## src/rtl/phy2w_pkg.sv

```systemverilog
package phy2w_pkg;
  localparam int BYTE_W = 8;
  localparam int WORD_W = 2 * BYTE_W;
  localparam logic [6:0] DEV_ADDR = 7'h56;

  // one-cycle strobes from sequencer to bit path
  typedef struct packed {
    logic             start;   // START or repeated START
    logic             stop;
    logic             wr;      // shift a byte out, sample device ack
    logic             rd;      // shift a byte in, drive our ack bit
    logic [BYTE_W-1:0] txByte;
    logic             nackOut; // for rd: 1 = release SDA in ninth bit
  } busCmd_t;

  typedef enum logic [1:0] {OP_IDLE, OP_COND_S, OP_COND_P, OP_XFER} busOp_t;

  typedef enum logic [3:0] {
    ST_IDLE, ST_START, ST_ADDRW, ST_PTR, ST_WHI, ST_WLO,
    ST_RSTART, ST_ADDRR, ST_RHI, ST_RLO, ST_STOP
  } seqState_t;
endpackage

```

## src/rtl/phy2w_bitpath.sv

```systemverilog
module phy2w_bitpath
  import phy2w_pkg::*;
#(
  parameter int QUARTER = 4
) (
  input  logic              clk,
  input  logic              rstN,
  input  busCmd_t           cmd,
  input  logic              sdaIn,
  output logic              sclOe,
  output logic              sdaOe,
  output logic              opDone,
  output logic              ackSeen,
  output logic [BYTE_W-1:0] rxByte
);
  localparam int QW = (QUARTER > 1) ? $clog2(QUARTER) : 1;
  localparam logic [QW-1:0] QLAST = QW'(QUARTER - 1);
  localparam logic [3:0] ACK_BIT = 4'(BYTE_W);

  busOp_t            op;
  logic              isRead, nackOut;
  logic [1:0]        phase;
  logic [QW-1:0]     qCnt;
  logic [3:0]        bitIdx;
  logic [BYTE_W-1:0] txSh, rxSh;
  logic              sclHigh, sdaHigh;
  logic              sclNext, sdaNext, bitVal, tick, bitEnd;

  assign tick   = (op != OP_IDLE) && (qCnt == QLAST);
  assign bitEnd = tick && (phase == 2'd3);
  assign sclOe  = !sclHigh;
  assign sdaOe  = !sdaHigh;

  always_comb begin
    if (bitIdx == ACK_BIT) bitVal = isRead ? nackOut : 1'b1;
    else                   bitVal = isRead ? 1'b1 : txSh[BYTE_W-1];
  end

  // SCL high in quarters 2..3; SDA holds in quarter 0, moves in quarter 1
  always_comb begin
    sclNext = sclHigh;
    sdaNext = sdaHigh;
    if (op != OP_IDLE) begin
      sclNext = phase[1];
      if (phase != 2'd0) begin
        case (op)
          OP_COND_S: sdaNext = (phase != 2'd3);
          OP_COND_P: sdaNext = (phase == 2'd3);
          default:   sdaNext = bitVal;
        endcase
      end
    end
  end

  always_ff @(posedge clk or negedge rstN) begin
    if (!rstN) begin
      op <= OP_IDLE; isRead <= 1'b0; nackOut <= 1'b0;
      phase <= '0; qCnt <= '0; bitIdx <= '0;
      txSh <= '0; rxSh <= '0; rxByte <= '0;
      sclHigh <= 1'b1; sdaHigh <= 1'b1;
      opDone <= 1'b0; ackSeen <= 1'b0;
    end else begin
      opDone  <= 1'b0;
      sclHigh <= sclNext;
      sdaHigh <= sdaNext;
      if (op == OP_IDLE) begin
        phase <= '0; qCnt <= '0; bitIdx <= '0;
        if (cmd.start)     op <= OP_COND_S;
        else if (cmd.stop) op <= OP_COND_P;
        else if (cmd.wr || cmd.rd) begin
          op      <= OP_XFER;
          isRead  <= cmd.rd;
          txSh    <= cmd.txByte;
          nackOut <= cmd.nackOut;
        end
      end else begin
        qCnt <= tick ? '0 : qCnt + 1'b1;
        if (tick) phase <= phase + 2'd1;
        if (tick && phase == 2'd2 && op == OP_XFER) begin
          if (bitIdx < ACK_BIT) rxSh <= {rxSh[BYTE_W-2:0], sdaIn};
          else                  ackSeen <= !sdaIn;
        end
        if (bitEnd) begin
          if (op != OP_XFER || bitIdx == ACK_BIT) begin
            op     <= OP_IDLE;
            opDone <= 1'b1;
            rxByte <= rxSh;
          end else begin
            bitIdx <= bitIdx + 4'd1;
            txSh   <= {txSh[BYTE_W-2:0], 1'b0};
          end
        end
      end
    end
  end

  // inside a byte, SDA never moves while SCL is released
  p_sda_quiet_r9: assert property (@(posedge clk) disable iff (!rstN)
    (op == OP_XFER && $past(op) == OP_XFER && sclHigh && $past(sclHigh)) |-> $stable(sdaHigh));
  // SCL stays low for a full half bit once pulled during a byte
  p_scl_low_half_r10: assert property (@(posedge clk) disable iff (!rstN)
    (op == OP_XFER && $past(op) == OP_XFER && $fell(sclHigh)) |=> !sclHigh);
  p_done_single_r8: assert property (@(posedge clk) disable iff (!rstN)
    opDone |=> !opDone);
endmodule

```

## src/rtl/phy2w_sequencer.sv

```systemverilog
module phy2w_sequencer
  import phy2w_pkg::*;
#(
  parameter int REG_W = 5
) (
  input  logic              clk,
  input  logic              rstN,
  input  logic              cmdStart,
  input  logic              cmdWrite,
  input  logic [REG_W-1:0]  cmdReg,
  input  logic [WORD_W-1:0] cmdWrData,
  input  logic              opDone,
  input  logic              ackSeen,
  input  logic [BYTE_W-1:0] rxByte,
  output busCmd_t           cmd,
  output logic [WORD_W-1:0] rdData,
  output logic              done,
  output logic              nackErr,
  output logic              busy
);
  seqState_t         state;
  logic              launch, isWrite, errFlag, sendsByte;
  logic [REG_W-1:0]  regNum;
  logic [WORD_W-1:0] wrData;
  logic [BYTE_W-1:0] hiByte;

  assign sendsByte = state inside {ST_ADDRW, ST_PTR, ST_WHI, ST_WLO, ST_ADDRR};

  always_comb begin
    cmd = '0;
    if (launch) begin
      case (state)
        ST_START, ST_RSTART: cmd.start = 1'b1;
        ST_STOP:  cmd.stop = 1'b1;
        ST_ADDRW: begin cmd.wr = 1'b1; cmd.txByte = {DEV_ADDR, 1'b0}; end
        ST_ADDRR: begin cmd.wr = 1'b1; cmd.txByte = {DEV_ADDR, 1'b1}; end
        ST_PTR:   begin cmd.wr = 1'b1; cmd.txByte = BYTE_W'(regNum); end
        ST_WHI:   begin cmd.wr = 1'b1; cmd.txByte = wrData[WORD_W-1:BYTE_W]; end
        ST_WLO:   begin cmd.wr = 1'b1; cmd.txByte = wrData[BYTE_W-1:0]; end
        ST_RHI:   begin cmd.rd = 1'b1; cmd.nackOut = 1'b0; end
        ST_RLO:   begin cmd.rd = 1'b1; cmd.nackOut = 1'b1; end
        default:  cmd = '0;
      endcase
    end
  end

  always_ff @(posedge clk or negedge rstN) begin
    if (!rstN) begin
      state <= ST_IDLE; launch <= 1'b0; isWrite <= 1'b0; errFlag <= 1'b0;
      regNum <= '0; wrData <= '0; hiByte <= '0; rdData <= '0;
      nackErr <= 1'b0; busy <= 1'b0; done <= 1'b0;
    end else begin
      done <= 1'b0;
      if (state == ST_IDLE) begin
        if (cmdStart) begin
          state <= ST_START; launch <= 1'b1; busy <= 1'b1;
          errFlag <= 1'b0; nackErr <= 1'b0;
          isWrite <= cmdWrite; regNum <= cmdReg; wrData <= cmdWrData;
        end
      end else begin
        launch <= 1'b0;
        if (opDone) begin
          launch <= 1'b1;
          if (sendsByte && !ackSeen) begin
            errFlag <= 1'b1;
            state   <= ST_STOP;
          end else begin
            case (state)
              ST_START:  state <= ST_ADDRW;
              ST_ADDRW:  state <= ST_PTR;
              ST_PTR:    state <= isWrite ? ST_WHI : ST_RSTART;
              ST_WHI:    state <= ST_WLO;
              ST_WLO:    state <= ST_STOP;
              ST_RSTART: state <= ST_ADDRR;
              ST_ADDRR:  state <= ST_RHI;
              ST_RHI: begin hiByte <= rxByte; state <= ST_RLO; end
              ST_RLO: begin rdData <= {hiByte, rxByte}; state <= ST_STOP; end
              ST_STOP: begin
                state <= ST_IDLE; launch <= 1'b0; busy <= 1'b0;
                done <= 1'b1; nackErr <= errFlag;
              end
              default: state <= ST_IDLE;
            endcase
          end
        end
      end
    end
  end

  p_busy_ends_done_r8: assert property (@(posedge clk) disable iff (!rstN)
    $fell(busy) |-> done);
  p_done_not_busy_r8: assert property (@(posedge clk) disable iff (!rstN)
    done |-> !busy);
  p_busy_from_start_r8: assert property (@(posedge clk) disable iff (!rstN)
    $rose(busy) |-> $past(cmdStart));
  p_ignore_while_busy_r8: assert property (@(posedge clk) disable iff (!rstN)
    (busy && cmdStart) |=> ($stable(regNum) && $stable(wrData) && $stable(isWrite)));
  p_err_with_done_r7: assert property (@(posedge clk) disable iff (!rstN)
    $rose(nackErr) |-> done);
endmodule

```

## src/rtl/phy_twowire_access.sv

```systemverilog
module phy_twowire_access
  import phy2w_pkg::*;
#(
  parameter int QUARTER = 4,
  parameter int REG_W   = 5
) (
  input  logic              clk,
  input  logic              rstN,
  input  logic              cmdStart,
  input  logic              cmdWrite,
  input  logic [REG_W-1:0]  cmdReg,
  input  logic [WORD_W-1:0] cmdWrData,
  input  logic              sdaIn,
  output logic [WORD_W-1:0] rdData,
  output logic              done,
  output logic              nackErr,
  output logic              busy,
  output logic              sclOe,
  output logic              sdaOe
);
  busCmd_t           busCmd;
  logic              opDone, ackSeen;
  logic [BYTE_W-1:0] rxByte;

  phy2w_sequencer #(.REG_W(REG_W)) u_seq (
    .clk(clk), .rstN(rstN), .cmdStart(cmdStart), .cmdWrite(cmdWrite),
    .cmdReg(cmdReg), .cmdWrData(cmdWrData), .opDone(opDone),
    .ackSeen(ackSeen), .rxByte(rxByte), .cmd(busCmd), .rdData(rdData),
    .done(done), .nackErr(nackErr), .busy(busy)
  );

  phy2w_bitpath #(.QUARTER(QUARTER)) u_bits (
    .clk(clk), .rstN(rstN), .cmd(busCmd), .sdaIn(sdaIn),
    .sclOe(sclOe), .sdaOe(sdaOe), .opDone(opDone),
    .ackSeen(ackSeen), .rxByte(rxByte)
  );

  // bus released whenever no access is running
  p_lines_free_idle_r9: assert property (@(posedge clk) disable iff (!rstN)
    !busy |-> (!sclOe && !sdaOe));
endmodule

```

## config.mk

```make
export PLATFORM = sky130hd
export DESIGN_NAME = phy_twowire_access
export DESIGN_NICKNAME = d
export VERILOG_FILES = /design/src/rtl/phy2w_pkg.sv /design/src/rtl/phy2w_bitpath.sv /design/src/rtl/phy2w_sequencer.sv /design/src/rtl/phy_twowire_access.sv
export SDC_FILE = /design/constraint.sdc
export NUM_CORES = 1
export LEC_CHECK = 0
export BUFFER_PORTS_ARGS = -buffer_cell sky130_fd_sc_hd__buf_2
export CORE_MARGIN = 4
export CORE_UTILIZATION = 45
export DETAILED_ROUTE_END_ITERATION = 6
export GPL_TIMING_DRIVEN = 0
export PLACE_DENSITY = 0.68
export SLEW_MARGIN = 20
export SYNTH_ARGS = -nofsm -noshare
export SYNTH_HDL_FRONTEND = slang
export SYNTH_HIERARCHICAL = 1
export SYNTH_SLANG_ARGS = --single-unit
```

## constraint.sdc

```tcl
create_clock -name clk -period 6.1 [get_ports clk]
set_input_delay 0.305 -clock clk [delete_from_list [all_inputs] [get_ports clk]]
set_output_delay 0.305 -clock clk [all_outputs]
set_load 0.05 [all_outputs]
```

# After elaboration in Yosys (flattened, before gate mapping)
# Index checks and enable logic that the tools add are counted.
# classes
n_addsub	3
magnitude_cmp	1
eq_ne	26
n_mux	59
n_bitwise	6
n_reduce_logical	40
# ops
op	n
8-bit 2-to-1 mux	6
8-bit one-hot mux with 5 select lines	1
4-bit one-hot mux with 8 select lines	1
1-bit 2-to-1 mux	31
4-bit 2-to-1 mux	7
2-bit 2-to-1 mux	11
4-bit by 3-bit equality test with 1-bit output (second input constant)	4
4-bit equality test (second input constant)	4
4-bit AND reduction	4
2-bit nonzero test	8
3-bit AND reduction	5
13-bit 2-to-1 mux	1
2-bit != test (second input constant)	6
2-bit equality test (second input constant)	5
4-bit by 2-bit equality test with 1-bit output (second input constant)	2
2-bit AND reduction	4
1-bit NOT	6
2-bit OR reduction	3
1-bit logical AND	5
5-bit AND reduction	1
5-bit nonzero test	1
5-bit OR reduction	1
2-bit by 1-bit adder with 2-bit output (second input constant)	2
4-bit by 1-bit adder with 4-bit output (second input constant)	1
10 further kinds	15
# totals
ff_bits	95
in_bits	26
output_inout_bits	21
elab_cells	159

# Depth between registers and ports, before layout
# Gate-level depths: netlist (run 1).
# depth
ltp_word	9
depth_mapped	10
depth_no_buf	7

# Hierarchy
# The synthesis (run 1) kept the hierarchy.
# by_module_without_submodules
module	instances	cells_per_inst	area_each_um2	seq_area_each_um2
phy2w_sequencer	1	210	2671.3	1376.3
phy2w_bitpath	1	158	1985.7	1003.5

# Least setup slack after synthesis (run 1)
# OpenSTA, ideal clock, no wires.
# synth_path
path_kind	reg-to-reg
startpoint	register u_seq.state[0]
endpoint	register u_bits.txSh[1]
arrival_time_ps	2067
t_required_ps	5975
slack_ps	3908
stages_incl_launch_ff	11
path_buffers	3
cell_sequence	dfrtp_1 > buf_6 > nor2b_1 > a211o_1 > clkbuf_1 > inv_1 > o21bai_1 > a21oi_1 > o21ba_2 > buf_6 > mux2_4
# synth_rtl
element	line	text
start: declaration	phy2w_sequencer.sv:21	seqState_t state;
start signal: assignment	phy2w_sequencer.sv:71	ST_PTR: state <= isWrite ? ST_WHI : ST_RSTART;
end signal: assignment	phy2w_bitpath.sv:73	txSh <= cmd.txByte;
end signal: assignment	phy2w_bitpath.sv:90	txSh <= {txSh[BYTE_W-2:0], 1'b0};
end: declaration	phy2w_bitpath.sv:25	logic [BYTE_W-1:0] txSh, rxSh;

==> impl_metrics.toml, run 1 <==
[job]
drv_cap = 0

[cts]
clk_pin_slew_ns = 0.10
htree_levels = 3
cts.sinks = 95
cts_made_buffers = 9
cts_tree = "yes"
ctsLongestPathBuffers = 2
post_cts_resized = 0
cts-root-buf = "clkbuf_8"
clk_latency_ns = 0.36

[detailed_routing]
routedWlPerCell_um = 15.97
first_iter_violations = 169
drt-pass1-iter-count = 4
ant_nets = 0
drc = 0
num_vias = 2978
totalWireLength_um = 9024
via_per_inst = 5.271

[synth]
postSynthCellCount = 368
synth-edff-count = 0
syn_nets = 405
synthDistinctLibCells = 63
avgSynthCellArea_um2 = 12.65
synth_flop_cell = "dfrtp_1"
ys_ff_latch = 95
yosysSeqAreaShare_pct = 51.10
async_flop_share_pct = 100.0
ys_warn_count = 6
synth_area_um2 = 4657

[finish]
layout-drive-gt1-share_pct = 38.19
final_area_um2 = 5300
fin_nets = 464
final_util_pct = 53.48
final_cell_mix = "93 x dfrtp_1, 52 x mux2_2, 49 x buf_2"
antenna_cells = 0
syn_to_final_growth_pct = 13.81
stdcell_count = 565
layout_commonest_cell = "dfrtp_1"

[timing]
grt_setup_unrepaired = "false"
skew_ns = 0.008841
clock.fmax_mhz = 397.7
finalSetupViolations = 0
hold_viol = 0
finalSetupTns_ns = 0
drv_slew = 0
fin_ws_ns = 3.586
post-route-period-util_pct = 41.22
whs_ns = 0.1524
relSlewSlack_pct = 62.04
tightest_slew_ns = 0.5676
finalCriticalPeriod_ns = 2.514

[place]
place_ws_ns = 3.634
place_congestion = 0.8328
io_buffers = 46
place_inst = 548
placed_cell_area_um2 = 5087
dp_hpwl_um = 6539

[worst_setup_path]
cp.required_ns = 6.34
crit_arrival_ns = 2.76
path_max_fanout = 9
crit_type = "register to register"
cp_slowest_cell = "dfrtp_1"
timing.rr.start = "u_seq/state[0]$_DFFE_PN0P_"
crit_start = "u_seq/state[0]$_DFFE_PN0P_"
critPathLaunchType = "register"
crit_path_frequent_cell = "buf_6"
crit_path_max_incr_delay_ns = 0.38
crit_path_end_kind = "register"
worstPathCellList = "buf_6, nor2b_1, a211o_1, clkbuf_1, inv_1, o21bai_1, a21oi_1, o21ba_2, buf_6, mux2_4"

[floorplanning]
initial_core_util_pct = 46.99
core-area_um2 = 9910
die_height_um = 109.7
dieArea_um2 = 12040
rows = 36
die_w_um = 109.7
pin_count = 47

[grt]
gr-total-overflow = 0
grt_usage_pct = 16.18
grt_antenna_before_repair = 0
grt_pass1_wl_um = 15190
grt_pass1_vias = 3121
grt_max_degree = 63

[status]
outcome = "completed"

[power]
p_leak_nw = 2.637
total_power_mw = 1.063
peakVddDrop_mv = 0.1009
power_density_nw_per_um2 = 200.5

[worst_hold_path]
hold_class = "input port to register"
hp-start = "sdaIn"
==> report_power, final <==
part           switching, mW  leakage [nW]  internal, mW
Clock                  0.247        0.0954         0.162
Sequential                 0          1.30         0.629
Combinational         0.0153          1.24       0.00861
Total                  0.263          2.64         0.800
==> layout make-up <==
type                    instances  area (µm²)
plain buffers                  19       115.1
well taps                     133       166.4
flip-flops and latches         95        2380
multi-input cells             238        2102
repair buffers                 48       274.0
fillers                       869        4609
clock buffers                   9       123.9
clock inverters                 7       78.83
inverters                      16       60.06
==> state kept, by name (all words and copies together) (netlist names), 2 cells and up <==
signal	count
u_bits/op	2
u_seq/rdData	16
u_bits/txSh	8
u_bits/phase	2
u_seq/state	4
u_bits/rxByte	8
u_seq/hiByte	8
u_seq/regNum	5
u_bits/qCnt	2
u_bits/rxSh	8
u_bits/bitIdx	4
u_seq/wrData	16
==> cell usage after synthesis, types with 3 or more instances <==
cell	n	area share [%]
a21o_1	3	0.48
a21oi_1	14	1.5
a31oi_1	3	0.40
and2_1	5	0.67
and3b_1	3	0.56
buf_2	4	0.43
buf_6	4	0.97
clkbuf_1	8	0.64
dfrtp_1	93	50
ha_1	11	3.0
inv_1	15	1.2
mux2_2	52	13
mux2_4	24	7.7
mux2i_1	6	1.3
nand2_1	11	0.89
nand2b_1	6	0.81
nand3_1	4	0.43
nand4_1	6	0.81
nor2_1	17	1.4
nor2b_1	4	0.54
nor3b_1	5	0.81
o21ai_0	19	2.0
==> critical path: cells and delay by family, from the launching register on <==
family	cells	cell delay (ns)
flip-flops	1	0.38
buffers and inverters	4	0.75
AND/OR/NAND/NOR	1	0.30
AO/OA/AOI/OAI	4	0.67
multiplexers	1	0.29
==> path summary, 6_finish.rpt <==
| path | end | slack, ns | cells past startpoint |
|---|---|---|---|
| max | u_bits/txSh[3]$_DFFE_PN0P_ | 3.59 | 10 |
| min | u_bits/ackSeen$_DFFE_PN0P_ | 0.15 | 2 |
| max reg2reg | u_bits/txSh[3]$_DFFE_PN0P_ | 3.59 | 10 |
| min reg2reg | u_bits/qCnt[0]$_DFF_PN0_ | 0.45 | 1 |
| max in group asynchronous | u_bits/txSh[7]$_DFFE_PN0P_ | 5.11 | 3 |
| min in group asynchronous | u_seq/done$_DFF_PN0_ | 0.39 | 2 |
==> kinds of logic (layout without fill, tap and decap cells) <==
| group | count (synthesis) | after routing | synth area share [%] |
|---|---|---|---|
| mux | 83 | 83 | 21.84 |
| buf+inv | 35 | 99 | 3.761 |
| fa+ha+maj | 12 | 12 | 3.170 |
| simple gates | 78 | 78 | 10.72 |
| xor+xnor | 4 | 4 | 0.7524 |
| compound gates | 61 | 61 | 8.652 |
| flops | 95 | 95 | 51.10 |
==> timing repair <==
action                    4_1_cts  5_1_grt
hold buffers                    1        0
hold endpoints to repair       31        0
setup buffers                   0        0
==> per-layer routing <==
layer  up-vias  track usage (%)  share of wire, %
met5         -                0                 0
met3        16            2.525               3.5
li1       1436                -                 -
met2        71            26.16                47
met1      1455            21.85                47
met4         0            6.411               1.9
No activity file was read; power rests on OpenSTA's default activity.
==> run 2, diff against run 1 <==
==> constraint.sdc (replaced) <==
create_clock -name clk -period 2.5 [get_ports clk]
set_input_delay 0.125 -clock clk [delete_from_list [all_inputs] [get_ports clk]]
set_output_delay 0.125 -clock clk [all_outputs]
set_load 0.05 [all_outputs]
==> impl_metrics.toml, run 2 (synthesis results as in run 1) <==
[floorplanning]
die_w_um = 109.7
initial_core_util_pct = 46.99
die_height_um = 109.7
rows = 36
pin_count = 47
dieArea_um2 = 12040
core-area_um2 = 9910

[detailed_routing]
drc = 0
num_vias = 3033
first_iter_violations = 160
via_per_inst = 5.185
ant_nets = 0
routedWlPerCell_um = 15.56
totalWireLength_um = 9100
drt-pass1-iter-count = 4

[worst_setup_path]
reg2reg_to = "u_bits/txSh[3]$_DFFE_PN0P_"
crit_arrival_ns = 2.56
crit_start = "u_seq/state[2]$_DFFE_PN0P_"
crit_path_end_kind = "register"
crit_path_end = "u_bits/txSh[3]$_DFFE_PN0P_"
cp.required_ns = 2.74
crit_type = "register to register"
r2r_slack_ns = 0.18
path_max_fanout = 10
critPathLaunchType = "register"
timing.rr.start = "u_seq/state[2]$_DFFE_PN0P_"
r2r_cells = 10

[power]
total_power_mw = 2.620
p_comb_share_pct = 3.2
seqPwrFrac_pct = 58.6
p_leak_nw = 2.728
p_int_mw = 1.973
clockPowerShare_pct = 38.2
sw_frac_of_total_pct = 24.67
peakVddDrop_mv = 0.2479
power_density_nw_per_um2 = 475.5
switching_power_mw = 0.6463

[cts]
postCtsSetupBuffers = 0
clk_latency_ns = 0.37
ctsLongestPathBuffers = 2
htree_levels = 3
clk_pin_slew_ns = 0.10
cts-root-buf = "clkbuf_8"
cts_tree = "yes"
cts_made_buffers = 9
cts.sinks = 95

[place]
io_buffers = 46
place_congestion = 0.8328
dp_hpwl_um = 6539
place_ws_ns = 0.03366

[grt]
grt_pass1_wl_um = 15440
gr-total-overflow = 0
grt_usage_pct = 16.44
grt_antenna_before_repair = 0
grt_pass1_vias = 3164
grt_max_degree = 63

[timing]
clock.fmax_mhz = 432.0
finalSetupViolations = 0
finalSetupTns_ns = 0
fin_ws_ns = 0.1849
hold_viol = 0
grt_setup_unrepaired = "false"
relSlewSlack_pct = 61.21
skew_ns = 0.01389
tightest_slew_ns = 0.5800
drv_slew = 0
finalCriticalPeriod_ns = 2.315
post-route-period-util_pct = 92.60

[finish]
fillers = 844
final_cell_mix = "93 x dfrtp_1, 52 x mux2_2, 49 x buf_2"
syn_to_final_growth_pct = 18.30
layout_commonest_cell = "dfrtp_1"
layout-drive-gt1-share_pct = 36.95
final_util_pct = 55.59
antenna_cells = 0
fin_nets = 484
top_regs = "u_seq/rdData: 16 flops, u_seq/wrData: 16 flops"

[worst_hold_path]
hp-start = "cmdWrData[7]"
hold_class = "input port to register"

[job]
drv_cap = 0

[status]
outcome = "completed"
run 2: cell types whose count changed in the layout (fill, tap and decap cells not counted):
cell | before | now
a211o_2 | 0 | 1
a211o_1 | 2 | 1
clkbuf_2 | 1 | 2
dlygate4sd3_1 | 1 | 22
clkbuf_1 | 8 | 6
run 2: layer usage:
layer	track usage (%)	share of wire, %	vias up
met5	0	0	-
li1	-	-	1479
met4	6.411	1.6	0
met3	2.466	3.2	14
met1	22.12	47	1481
met2	26.77	48	59
run 2: cell type report:
class,instances,area (µm²),share of cell area [%]
Tap cell,133,166.4,3.021
Inverter,16,60.06,1.090
Sequential cell,95,2380,43.20
Multi-Input combinational cell,238,2103,38.18
Clock buffer,9,123.9,2.248
Clock inverter,7,78.83,1.431
Buffer,18,112.6,2.044
Timing Repair Buffer,69,484.2,8.789
run 2: timing repair:
action	4_1_cts	5_1_grt
hold endpoints to repair	54	0
gates resized for setup	0	3
setup endpoints to repair	0	10
hold buffers	22	0
run 2: worst min path at each step:
stage | depth (start not counted) | endpoint | slack [ns]
after global placement | 2 | u_seq/wrData[13]$_DFFE_PN0P_ | 0.36
after global routing | 2 | u_seq/wrData[7]$_DFFE_PN0P_ | 0.01
after floorplan | 0 | u_bits/ackSeen$_DFFE_PN0P_ | -0.17
after detailed placement | 1 | u_seq/done$_DFF_PN0_ | 0.04
after CTS | 2 | u_seq/wrData[7]$_DFFE_PN0P_ | 0.004
final | 2 | u_seq/wrData[7]$_DFFE_PN0P_ | 0.01
run 2: power by group through the flow:
stage | sequential, mW | combinational (mW) | clock [mW]
2_1_floorplan | 1.57 | 0.00125 | 0
4_1_cts | 1.54 | 0.0863 | 1.04
3_5_place_dp | 1.57 | 0.0605 | 0
5_1_grt | 1.54 | 0.0958 | 1.09
3_3_place_gp | 1.57 | 0.0520 | 0
6_report | 1.54 | 0.0833 | 1.00
run 2: stage by stage:
stage | cell area [µm²] | hold WS (ns) | cells
global route | 5509 | 0.01176 | 585
finish | 5509 | 0.01449 | 585
detailed placement | 5087 | 0.04305 | 548
CTS | 5510 | 0.004303 | 586
global placement | 5054 | 0.3551 | 547
floorplan | 4657 | -0.1706 | 368
run 2: worst max-delay path: stages, from the launching register on:
cell and delay [ns]:
dfrtp_1 0.45, clkbuf_2 0.20, buf_2 0.21, inv_1 0.11, nand3_1 0.12, nor2_1 0.20
o21bai_1 0.16, a21oi_1 0.09, o21ba_2 0.21, buf_6 0.14, mux2_4 0.29
